===== src/rtl/jfo_pkg.sv =====
package jfo_pkg;
  // Foldback factor scale: FAC_FULL means 100 % of nominal frequency.
  localparam int unsigned FB_FULL_MV  = 1690;
  localparam int unsigned FB_FLOOR_MV = 800;
  localparam int unsigned FAC_SLOPE   = 520;
  localparam int unsigned FAC_FLOOR   = 427200;
  localparam int unsigned FAC_FULL    = 890000;
  localparam int unsigned FAC_W       = 20;
endpackage


===== src/rtl/jfo_foldback.sv =====
module jfo_foldback
  import jfo_pkg::*;
#(
  parameter int unsigned FB_W = 12
) (
  input  logic [FB_W-1:0]  fb_mv_i,
  output logic [FAC_W-1:0] fac_o
);

  logic [FB_W-1:0] over_floor;

  always_comb begin
    over_floor = fb_mv_i - FB_W'(FB_FLOOR_MV);
    if (fb_mv_i >= FB_W'(FB_FULL_MV)) begin
      fac_o = FAC_W'(FAC_FULL);
    end else if (fb_mv_i <= FB_W'(FB_FLOOR_MV)) begin
      fac_o = FAC_W'(FAC_FLOOR);
    end else begin
      fac_o = FAC_W'(FAC_FLOOR) + FAC_W'(over_floor) * FAC_W'(FAC_SLOPE);
    end
  end

endmodule


===== src/rtl/jfo_tri_dither.sv =====
module jfo_tri_dither #(
  parameter int unsigned HALF    = 33,
  parameter int unsigned DEV_PM  = 50,
  parameter int unsigned D_W     = 16
) (
  input  logic           clk,
  input  logic           rst_n,
  input  logic           step_i,
  output logic [D_W-1:0] dith_o
);

  localparam int unsigned K_W    = $clog2(HALF + 1);
  localparam int unsigned D_BASE = HALF * (1000 - DEV_PM);

  logic [K_W-1:0] k_q, k_d;
  logic           up_q, up_d;

  always_comb begin
    k_d  = k_q;
    up_d = up_q;
    if (step_i) begin
      if (up_q) begin
        k_d = k_q + 1'b1;
        if (k_q == K_W'(HALF - 1)) up_d = 1'b0;
      end else begin
        k_d = k_q - 1'b1;
        if (k_q == K_W'(1)) up_d = 1'b1;
      end
    end
  end

  always_ff @(posedge clk or negedge rst_n) begin
    if (!rst_n) begin
      k_q  <= '0;
      up_q <= 1'b1;
    end else begin
      k_q  <= k_d;
      up_q <= up_d;
    end
  end

  assign dith_o = D_W'(D_BASE) + D_W'(2 * DEV_PM) * D_W'(k_q);

endmodule


===== src/rtl/jfo_serdiv.sv =====
module jfo_serdiv #(
  parameter longint unsigned DIVIDEND = 64'd1000,
  parameter int unsigned     N_W      = 10,
  parameter int unsigned     DVS_W    = 8,
  parameter int unsigned     Q_W      = 8
) (
  input  logic             clk,
  input  logic             rst_n,
  input  logic             start_i,
  input  logic [DVS_W-1:0] divisor_i,
  output logic [Q_W-1:0]   quot_o,
  output logic             done_o
);

  localparam int unsigned C_W = $clog2(N_W + 1);

  logic [DVS_W-1:0] rem_q, rem_d;
  logic [DVS_W-1:0] dvs_q, dvs_d;
  logic [N_W-1:0]   quo_q, quo_d;
  logic [C_W-1:0]   cnt_q, cnt_d;
  logic             busy_q, busy_d;
  logic             done_q, done_d;
  logic [DVS_W:0]   trial;
  logic             fits;

  always_comb begin
    trial  = {rem_q, quo_q[N_W-1]};
    fits   = trial >= {1'b0, dvs_q};
    rem_d  = rem_q;
    dvs_d  = dvs_q;
    quo_d  = quo_q;
    cnt_d  = cnt_q;
    busy_d = busy_q;
    done_d = 1'b0;
    if (start_i) begin
      rem_d  = '0;
      dvs_d  = divisor_i;
      quo_d  = N_W'(DIVIDEND);
      cnt_d  = C_W'(N_W);
      busy_d = 1'b1;
    end else if (busy_q) begin
      rem_d = fits ? DVS_W'(trial - {1'b0, dvs_q}) : trial[DVS_W-1:0];
      quo_d = {quo_q[N_W-2:0], fits};
      cnt_d = cnt_q - 1'b1;
      if (cnt_q == C_W'(1)) begin
        busy_d = 1'b0;
        done_d = 1'b1;
      end
    end
  end

  always_ff @(posedge clk or negedge rst_n) begin
    if (!rst_n) begin
      rem_q  <= '0;
      dvs_q  <= '0;
      quo_q  <= '0;
      cnt_q  <= '0;
      busy_q <= 1'b0;
      done_q <= 1'b0;
    end else begin
      rem_q  <= rem_d;
      dvs_q  <= dvs_d;
      quo_q  <= quo_d;
      cnt_q  <= cnt_d;
      busy_q <= busy_d;
      done_q <= done_d;
    end
  end

  assign quot_o = quo_q[Q_W-1:0];
  assign done_o = done_q;

endmodule


===== src/rtl/jit_fold_osc.sv =====
module jit_fold_osc
  import jfo_pkg::*;
#(
  parameter int unsigned SYS_CLK_HZ   = 125_000_000,
  parameter int unsigned FSW_HZ       = 66_000,
  parameter int unsigned DITH_RATE_HZ = 1000,
  parameter int unsigned DITH_PM      = 50,
  parameter int unsigned DC_FRAC      = 166,
  parameter int unsigned FB_W         = 12,
  localparam int unsigned NOM_PER     = SYS_CLK_HZ / FSW_HZ,
  localparam int unsigned PER_W       = $clog2(NOM_PER * 3)
) (
  input  logic             clk,
  input  logic             rst_n,
  input  logic [FB_W-1:0]  fb_mv_i,
  output logic             cyc_start_o,
  output logic             dcmax_o,
  output logic [PER_W-1:0] period_o
);

  localparam int unsigned SWEEP = FSW_HZ / DITH_RATE_HZ;
  localparam int unsigned HALF  = (SWEEP / 2 < 1) ? 1 : SWEEP / 2;
  localparam int unsigned D_W   = $clog2(HALF * (1000 + DITH_PM) + 1);
  localparam int unsigned DVS_W = FAC_W + D_W;
  localparam longint unsigned DIVIDEND =
    64'(NOM_PER) * 64'(FAC_FULL) * 64'd1000 * 64'(HALF);
  localparam int unsigned N_W   = $clog2(DIVIDEND + 1);

  logic             live_q, live_d;
  logic [PER_W-1:0] cnt_q, cnt_d;
  logic [PER_W-1:0] per_q, per_d;
  logic [PER_W-1:0] nxt_q, nxt_d;
  logic             start_w, wrap_w;
  logic [FAC_W-1:0] fac;
  logic [D_W-1:0]   dith;
  logic [DVS_W-1:0] divisor;
  logic [PER_W-1:0] quot;
  logic             div_done;
  logic [PER_W+7:0] dc_prod;
  logic [PER_W-1:0] dc_len;

  jfo_foldback #(.FB_W(FB_W)) u_fold (
    .fb_mv_i (fb_mv_i),
    .fac_o   (fac)
  );

  jfo_tri_dither #(.HALF(HALF), .DEV_PM(DITH_PM), .D_W(D_W)) u_dith (
    .clk    (clk),
    .rst_n  (rst_n),
    .step_i (start_w),
    .dith_o (dith)
  );

  assign divisor = DVS_W'(fac) * DVS_W'(dith);

  jfo_serdiv #(.DIVIDEND(DIVIDEND), .N_W(N_W), .DVS_W(DVS_W), .Q_W(PER_W)) u_div (
    .clk       (clk),
    .rst_n     (rst_n),
    .start_i   (start_w),
    .divisor_i (divisor),
    .quot_o    (quot),
    .done_o    (div_done)
  );

  assign start_w = live_q && (cnt_q == '0);
  assign wrap_w  = live_q && (cnt_q == per_q - 1'b1);

  always_comb begin
    live_d = 1'b1;
    cnt_d  = cnt_q;
    per_d  = per_q;
    nxt_d  = nxt_q;
    if (live_q) begin
      if (wrap_w) begin
        cnt_d = '0;
        per_d = nxt_q;
      end else begin
        cnt_d = cnt_q + 1'b1;
      end
    end
    if (div_done) nxt_d = quot;
  end

  always_ff @(posedge clk or negedge rst_n) begin
    if (!rst_n) begin
      live_q <= 1'b0;
      cnt_q  <= '0;
      per_q  <= PER_W'(NOM_PER);
      nxt_q  <= PER_W'(NOM_PER);
    end else begin
      live_q <= live_d;
      cnt_q  <= cnt_d;
      per_q  <= per_d;
      nxt_q  <= nxt_d;
    end
  end

  assign dc_prod     = {8'b0, per_q} * (PER_W + 8)'(DC_FRAC);
  assign dc_len      = dc_prod[PER_W+7:8];
  assign cyc_start_o = start_w;
  assign dcmax_o     = live_q && (cnt_q < dc_len);
  assign period_o    = per_q;

endmodule


===== config.mk =====
export PLATFORM = sky130hd
export DESIGN_NAME = jit_fold_osc
export DESIGN_NICKNAME = d
export VERILOG_FILES = /design/src/rtl/jfo_pkg.sv /design/src/rtl/jfo_foldback.sv /design/src/rtl/jfo_tri_dither.sv /design/src/rtl/jfo_serdiv.sv /design/src/rtl/jit_fold_osc.sv
export SDC_FILE = /design/constraint.sdc
export NUM_CORES = 1
export LEC_CHECK = 0
export ABC_AREA = 1
export BUFFER_PORTS_ARGS = -buffer_cell sky130_fd_sc_hd__buf_2
export CAP_MARGIN = 15
export CORE_ASPECT_RATIO = 1.5
export CORE_MARGIN = 10
export CORE_UTILIZATION = 45
export CTS_CLUSTER_SIZE = 25
export DETAILED_ROUTE_END_ITERATION = 12
export PLACE_DENSITY = 0.63
export SLEW_MARGIN = 20
export SYNTH_ARGS = -nofsm -noshare
export SYNTH_HDL_FRONTEND = slang
export SYNTH_SLANG_ARGS = --single-unit

===== constraint.sdc =====
create_clock -name clk -period 18.1 [get_ports clk]
set_input_delay 2.715 -clock clk [delete_from_list [all_inputs] [get_ports clk]]
set_output_delay 2.715 -clock clk [all_outputs]
set_load 0.01 [all_outputs]

# After elaboration in Yosys (flattened, before gate mapping)

Index checks and enable logic that the tools add are counted.

Output and inout port bits: 15
Bits in writable memories: 0
Memories kept: 0
Bits in read-only memories: 0
Input bits: 14
Latch bits: 0
Logic and storage cells: 59
Bits in registers: 173

Shift-type cells: 0
Magnitude comparators: 4
Bitwise operators: 0
Muxes and demuxes: 20
Multipliers: 4
Equality and inequality tests: 4
Add/subtract/negate cells: 9
Divide/modulo/power cells: 0
Reduce and logical (&&, ||, !) cells: 6

Operator list:

| operator                                                             | number |
|---|---|
| two-way mux 36 bit                                                   | 3 |
| two-way mux 46 bit                                                   | 2 |
| two-way mux 20 bit                                                   | 2 |
| greater-or-equal comparator 37 x 36 -> 1 bit                         | 1 |
| multiplier 20 x 16 -> 36 bit                                         | 1 |
| subtractor 36 bit                                                    | 1 |
| adder 19 x 20 -> 20 bit (first input constant)                       | 1 |
| multiplier 13 x 7 -> 20 bit (second input constant)                  | 1 |
| two-way mux 6 bit                                                    | 3 |
| multiplier 12 x 7 -> 17 bit (second input constant)                  | 1 |
| adder 15 x 13 -> 16 bit (first input constant)                       | 1 |
| adder 13 x 1 -> 13 bit (second input constant)                       | 1 |
| == test 13 bit                                                       | 1 |
| logical NOT 13 bit                                                   | 1 |
| less-than comparator 13 bit                                          | 1 |
| two-way mux 13 bit                                                   | 1 |
| subtractor 13 x 1 -> 13 bit (second input constant)                  | 1 |
| == test 6 x 1 -> 1 bit (second input constant)                       | 2 |
| greater-or-equal comparator 12 x 11 -> 1 bit (second input constant) | 1 |
| <= comparator 12 x 10 -> 1 bit (second input constant)               | 1 |
| subtractor 12 x 10 -> 12 bit (second input constant)                 | 1 |
| subtractor 6 x 1 -> 6 bit (second input constant)                    | 2 |
| multiplier 5 x 6 -> 11 bit (first input constant)                    | 1 |
| two-way mux 1 bit                                                    | 9 |
| 5 further kinds                                                      | 7 |

# Longest topological paths before layout

Depth in word-level cells: 6
Depth in mapped cells: 45
Depth with buffers taken out: 44

# Modules after synthesis

Synthesis repeated with hierarchy kept, for this count alone.

Cells, all modules: 3628
Area, all modules: 25931.1 µm²

By module, submodules not included:

| module         | seq. area each (µm²) | area an instance (µm²) | instances | cells each |
|---|---|---|---|---|
| jit_fold_osc   | 1018.5               | 15401.0                | 1         | 2082 |
| jfo_serdiv     | 3153.0               | 8177.8                 | 1         | 1181 |
| jfo_tri_dither | 176.4                | 1268.7                 | 1         | 171 |
| jfo_foldback   | 0.0                  | 1083.5                 | 1         | 194 |

# Worst setup path before layout

OpenSTA, ideal clock, no wires.

Kind: input -> register
From: input fb_mv_i[5]
To: register u_div.dvs_q[30]
Path buffers: 1
Arrival time: 9.794 ns
Data required time: 17.969 ns
Slack: 8.174 ns
Setup time: 0.131 ns
Stages: 40
Cells stage by stage: inv_1 > ha_1 > inv_1 > nand2_1 > nand2_1 > inv_1 > ha_1 > ha_1 > inv_1 > fa_1 > xnor2_1 > nand3_1 > nor2_1 > nand2_1 > nand2_1 > nand2_1 > a21oi_1 > o21ai_0 > [... 4 more ...] > inv_1 > fa_1 > fa_1 > inv_1 > fa_1 > fa_1 > inv_1 > fa_1 > inv_1 > ha_1 > a21oi_1 > o21ai_0 > o21bai_1 > nand2_1 > nand3_1 > or2_2 > nand3_1 > o21ai_0

Cells in the longest elaborated chain, start to end: 6
Elaborated cells on any way between the ends: 8
Those cells by class: add/sub (2); mul (2); order compare (2); mux (2)

Ends and longest elaborated chain:

| element                          | line               | RTL |
|---|---|---|
| start, declared                  | jit_fold_osc.sv:15 | `input logic [FB_W-1:0] fb_mv_i,` |
| subtractor 12 x 10 -> 12 bit     | jfo_foldback.sv:13 | `over_floor = fb_mv_i - FB_W'(FB_FLOOR_MV);` |
| multiplier 12 x 7 -> 17 bit      | jfo_foldback.sv:19 | `fac_o = FAC_W'(FAC_FLOOR) + FAC_W'(over_floor) * FAC_W'(FAC_SLOPE);` |
| adder 19 x 20 -> 20 bit          | jfo_foldback.sv:19 |  |
| two-way mux 20 bit               | jfo_foldback.sv:16 | `end else if (fb_mv_i <= FB_W'(FB_FLOOR_MV)) begin` |
| two-way mux 20 bit (*)           | jfo_foldback.sv:14 | `if (fb_mv_i >= FB_W'(FB_FULL_MV)) begin` |
| multiplier 20 x 16 -> 36 bit (*) | jit_fold_osc.sv:54 | `assign divisor = DVS_W'(fac) * DVS_W'(dith);` |
| end signal, assigned             | jfo_serdiv.sv:62   | `dvs_q <= dvs_d;` |
| end, declared                    | jfo_serdiv.sv:18   | `logic [DVS_W-1:0] dvs_q, dvs_d;` |

Mark *: on every way between the ends. The rest lies on a longest branch, timed or not.
A chain may end at the register's enable or synchronous reset.

# Worst setup path after layout

From: input fb_mv_i[5]
To: register u_div.dvs_q[27]

The elaborated chain is that of the path after synthesis.

==> run summary <==
Final ANT Viol Nets - 0
Largest net degree at the start of global routing - 87
Max cap viols - 0
Slowest CP cell - fa_1
Post-Syn Area per Cell - 7.56 um^2
WP data required - 18.41 ns
Ys async rst share - 100%
Fin Setup TNS - 0 ns
Ant diodes - 0
Die area - 58200 um^2
Synth Warn # - 0
Final slew viol count - 0
Syn Nets - 3397
Post-DR wirelength/cell - 17.6 um
Clk buf depth - 2
EDFF count, synth - 0
CP max FO - 13
Final HPWL DP - 51300 um
RSZ-0062 raised after global routing - false
Vias per cell - 5.23
Worst skew pair latency - 0.46 ns
TritonCTS Sinks - 169
# IOs - 29
Yosys cell types - 50
Vias - 18700
Worst EP arrival - 11.31 ns
Port buffer count - 28
Fin nets - 3400
Post-Route WL - 62900 um
GP Congestion - 1.06
Clock root buffer master - clkbuf_16
Final Cycle Share - 60.7%
Rows - 99
DR iter-0 viols - 1060
Synthesis-stage register bit count - 169
Core area - 48400 um^2
Initial Util - 45.3%
Num CTS Buffers - 17
Overflow after GRT - 0
Relative slew margins - 28.7%
WS Path Type - in2reg
Vias in the first global route - 19800
Number of hold buffers added after cts - 0
Resize count post-CTS - 0
Final Hold Vio Count - 0
All-layer global routing usage - 21.8%
Final setup fails - 0
DRC - 0
Area added between synthesis and finish - 6.47%
Sequential element share of the synthesized area - 19.3%
Top FF cell, synth - dfrtp_1
Peak Freq - 0.0909 GHz
R2R cell count - 31
CP peak stage delay - 0.55 ns
Die height - 291 um
Hold Path Depth - 2
Setup bufs post-CTS - 0
Fraction of layout cells with a size suffix above 1 - 4.52%
Worst-Margin Slew - 1.07 ns
Type of origin of the critical path - input port
CP Capture Type - flop
Most frequent CP cell - nand2_1
Mapped Area - 22000 um^2
CTS tree - done
Die X-Extent - 200 um
Fin crit period - 11.00 ns
Post-synthesis cell count - 2904
Status - complete, no violations
Initial antenna violation count - 0
H-tree levels - 4
Clock skew - 0.0155 ns
Clock-pin slew on the worst setup and hold paths - 0.08 ns
Drt first pass iters - 5
First-pass GRT wire length - 103000 um
Worst hold path type - reg2reg
==> stage by stage <==
stage | cell area, um^2 | hold slack, ns | std cells | utilization, % | worst slack, ns
2_1_floorplan | 22000 | 0.449 | 2904 | - | 8.17
5_1_grt | 23400 | 0.495 | 3576 | 48.3 | 6.48
3_3_place_gp | 22800 | 0.470 | 3544 | 47.0 | 6.77
6_report | 23400 | 0.479 | 3576 | 48.3 | 7.10
3_5_place_dp | 22800 | 0.476 | 3544 | 47.0 | 6.73
4_1_cts | 23400 | 0.485 | 3576 | 48.3 | 7.19
==> placed cells by master, fill, tap and decap left out, types with 6 or more instances in the layout <==
cell	Yosys	final
o22ai_1	40	40
o21bai_1	14	14
dfrtp_1	154	154
nor4_1	13	13
nand3_1	164	164
o21ai_0	129	129
nor2_2	6	6
dfstp_2	15	15
buf_2	17	27
or2_2	8	8
xor2_1	51	51
o21ai_1	7	7
ha_1	268	268
nand2_1	605	605
a21oi_1	138	138
buf_4	6	17
fa_1	211	211
a31oi_1	8	8
inv_2	10	10
clkbuf_16	0	17
nand3b_1	12	12
o21a_1	7	7
xnor2_1	36	36
nor3_1	24	24
nand4_1	39	39
inv_1	602	602
nor2_1	236	235
==> layer usage <==
layer	up-vias	global-route usage (%)	wire length [um]	part of all wire, %
met2	404	40.5	32900	52
met1	9036	23.7	24700	39
met5	-	0	0	0
met4	0	11.7	3230	5.1
li1	9102	-	-	-
met3	165	2.65	2020	3.2
==> worst max-delay path: cells and delay by family <==
kind            cells  cell delay (ns)
simple gates       16             2.37
xor+xnor            3             0.74
fa+ha+maj          10             4.35
buf+inv             7             0.74
compound gates      2             0.40
==> Yosys cell counts, drive strengths merged, types with 13 or more instances <==
library cell	number	area, um^2
dfrtp	154	3850
o21bai	14	105
nand4	39	244
nand2	610	2310
clkbuf	36	135
o21ai	136	681
a21oi	140	708
nor4	13	81.3
fa	211	4220
buf	26	149
xnor2	36	315
nand3	164	821
dfstp	15	394
nor2	242	923
inv	612	2300
ha	268	3350
o22ai	40	250
xor2	53	479
nor3	26	146
==> flip-flops by register name, summed over array words and instances (netlist names), 6 cells and up <==
| name | flops |
|---|---|
| u_dith.k_q | 6 |
| u_div.dvs_q | 32 |
| u_div.quo_q | 46 |
| u_div.cnt_q | 6 |
| u_div.rem_q | 36 |
| period_o | 13 |
| nxt_q | 13 |
| cnt_q | 13 |
==> cells by family (layout without fill, tap and decap cells) <==
logic type / Yosys count / in the layout / share of synthesized area [%]
AOI/OAI and AO/OA: 363 / 363 / 9.04
xor gates and xnor gates: 89 / 89 / 3.62
adders and majority gates: 479 / 479 / 34.5
buffers and inverters: 679 / 695 / 11.8
DFF: 169 / 169 / 19.3
muxes: 3 / 3 / 0.154
other: 1 / 1 / 0.0171
and+or+nand+nor: 1121 / 1121 / 21.5
==> final cells by class <==
cell class | count | area (um^2)
Inverter | 617 | 2320
Clock buffer | 18 | 429
Timing Repair Buffer | 46 | 285
Multi-Input combinational cell | 2056 | 15100
Clock inverter | 14 | 161
Fill cell | 4876 | 25100
Tap cell | 656 | 821
Sequential cell | 169 | 4250
==> path summary, 6_finish.rpt <==
check / from / to / slack [ns]
max: fb_mv_i[5] / u_div.dvs_q[27]$_DFFE_PN0P_ / 7.10
min reg2reg: nxt_q[2]$_DFFE_PN1P_ / period_o[2]$_DFFE_PN1P_ / 0.48
min: nxt_q[2]$_DFFE_PN1P_ / period_o[2]$_DFFE_PN1P_ / 0.48
max reg2reg: u_dith.k_q[0]$_DFFE_PN0P_ / u_div.dvs_q[31]$_DFFE_PN0P_ / 7.84
min in group asynchronous: rst_n / u_div.quo_q[39]$_DFFE_PN0P_ / 2.26
max in group asynchronous: rst_n / u_div.quo_q[34]$_DFFE_PN0P_ / 14.59
Power is left out: the tool's default activity adds up to more than one toggle a clock period on the data nets, which glitch-free logic cannot reach.
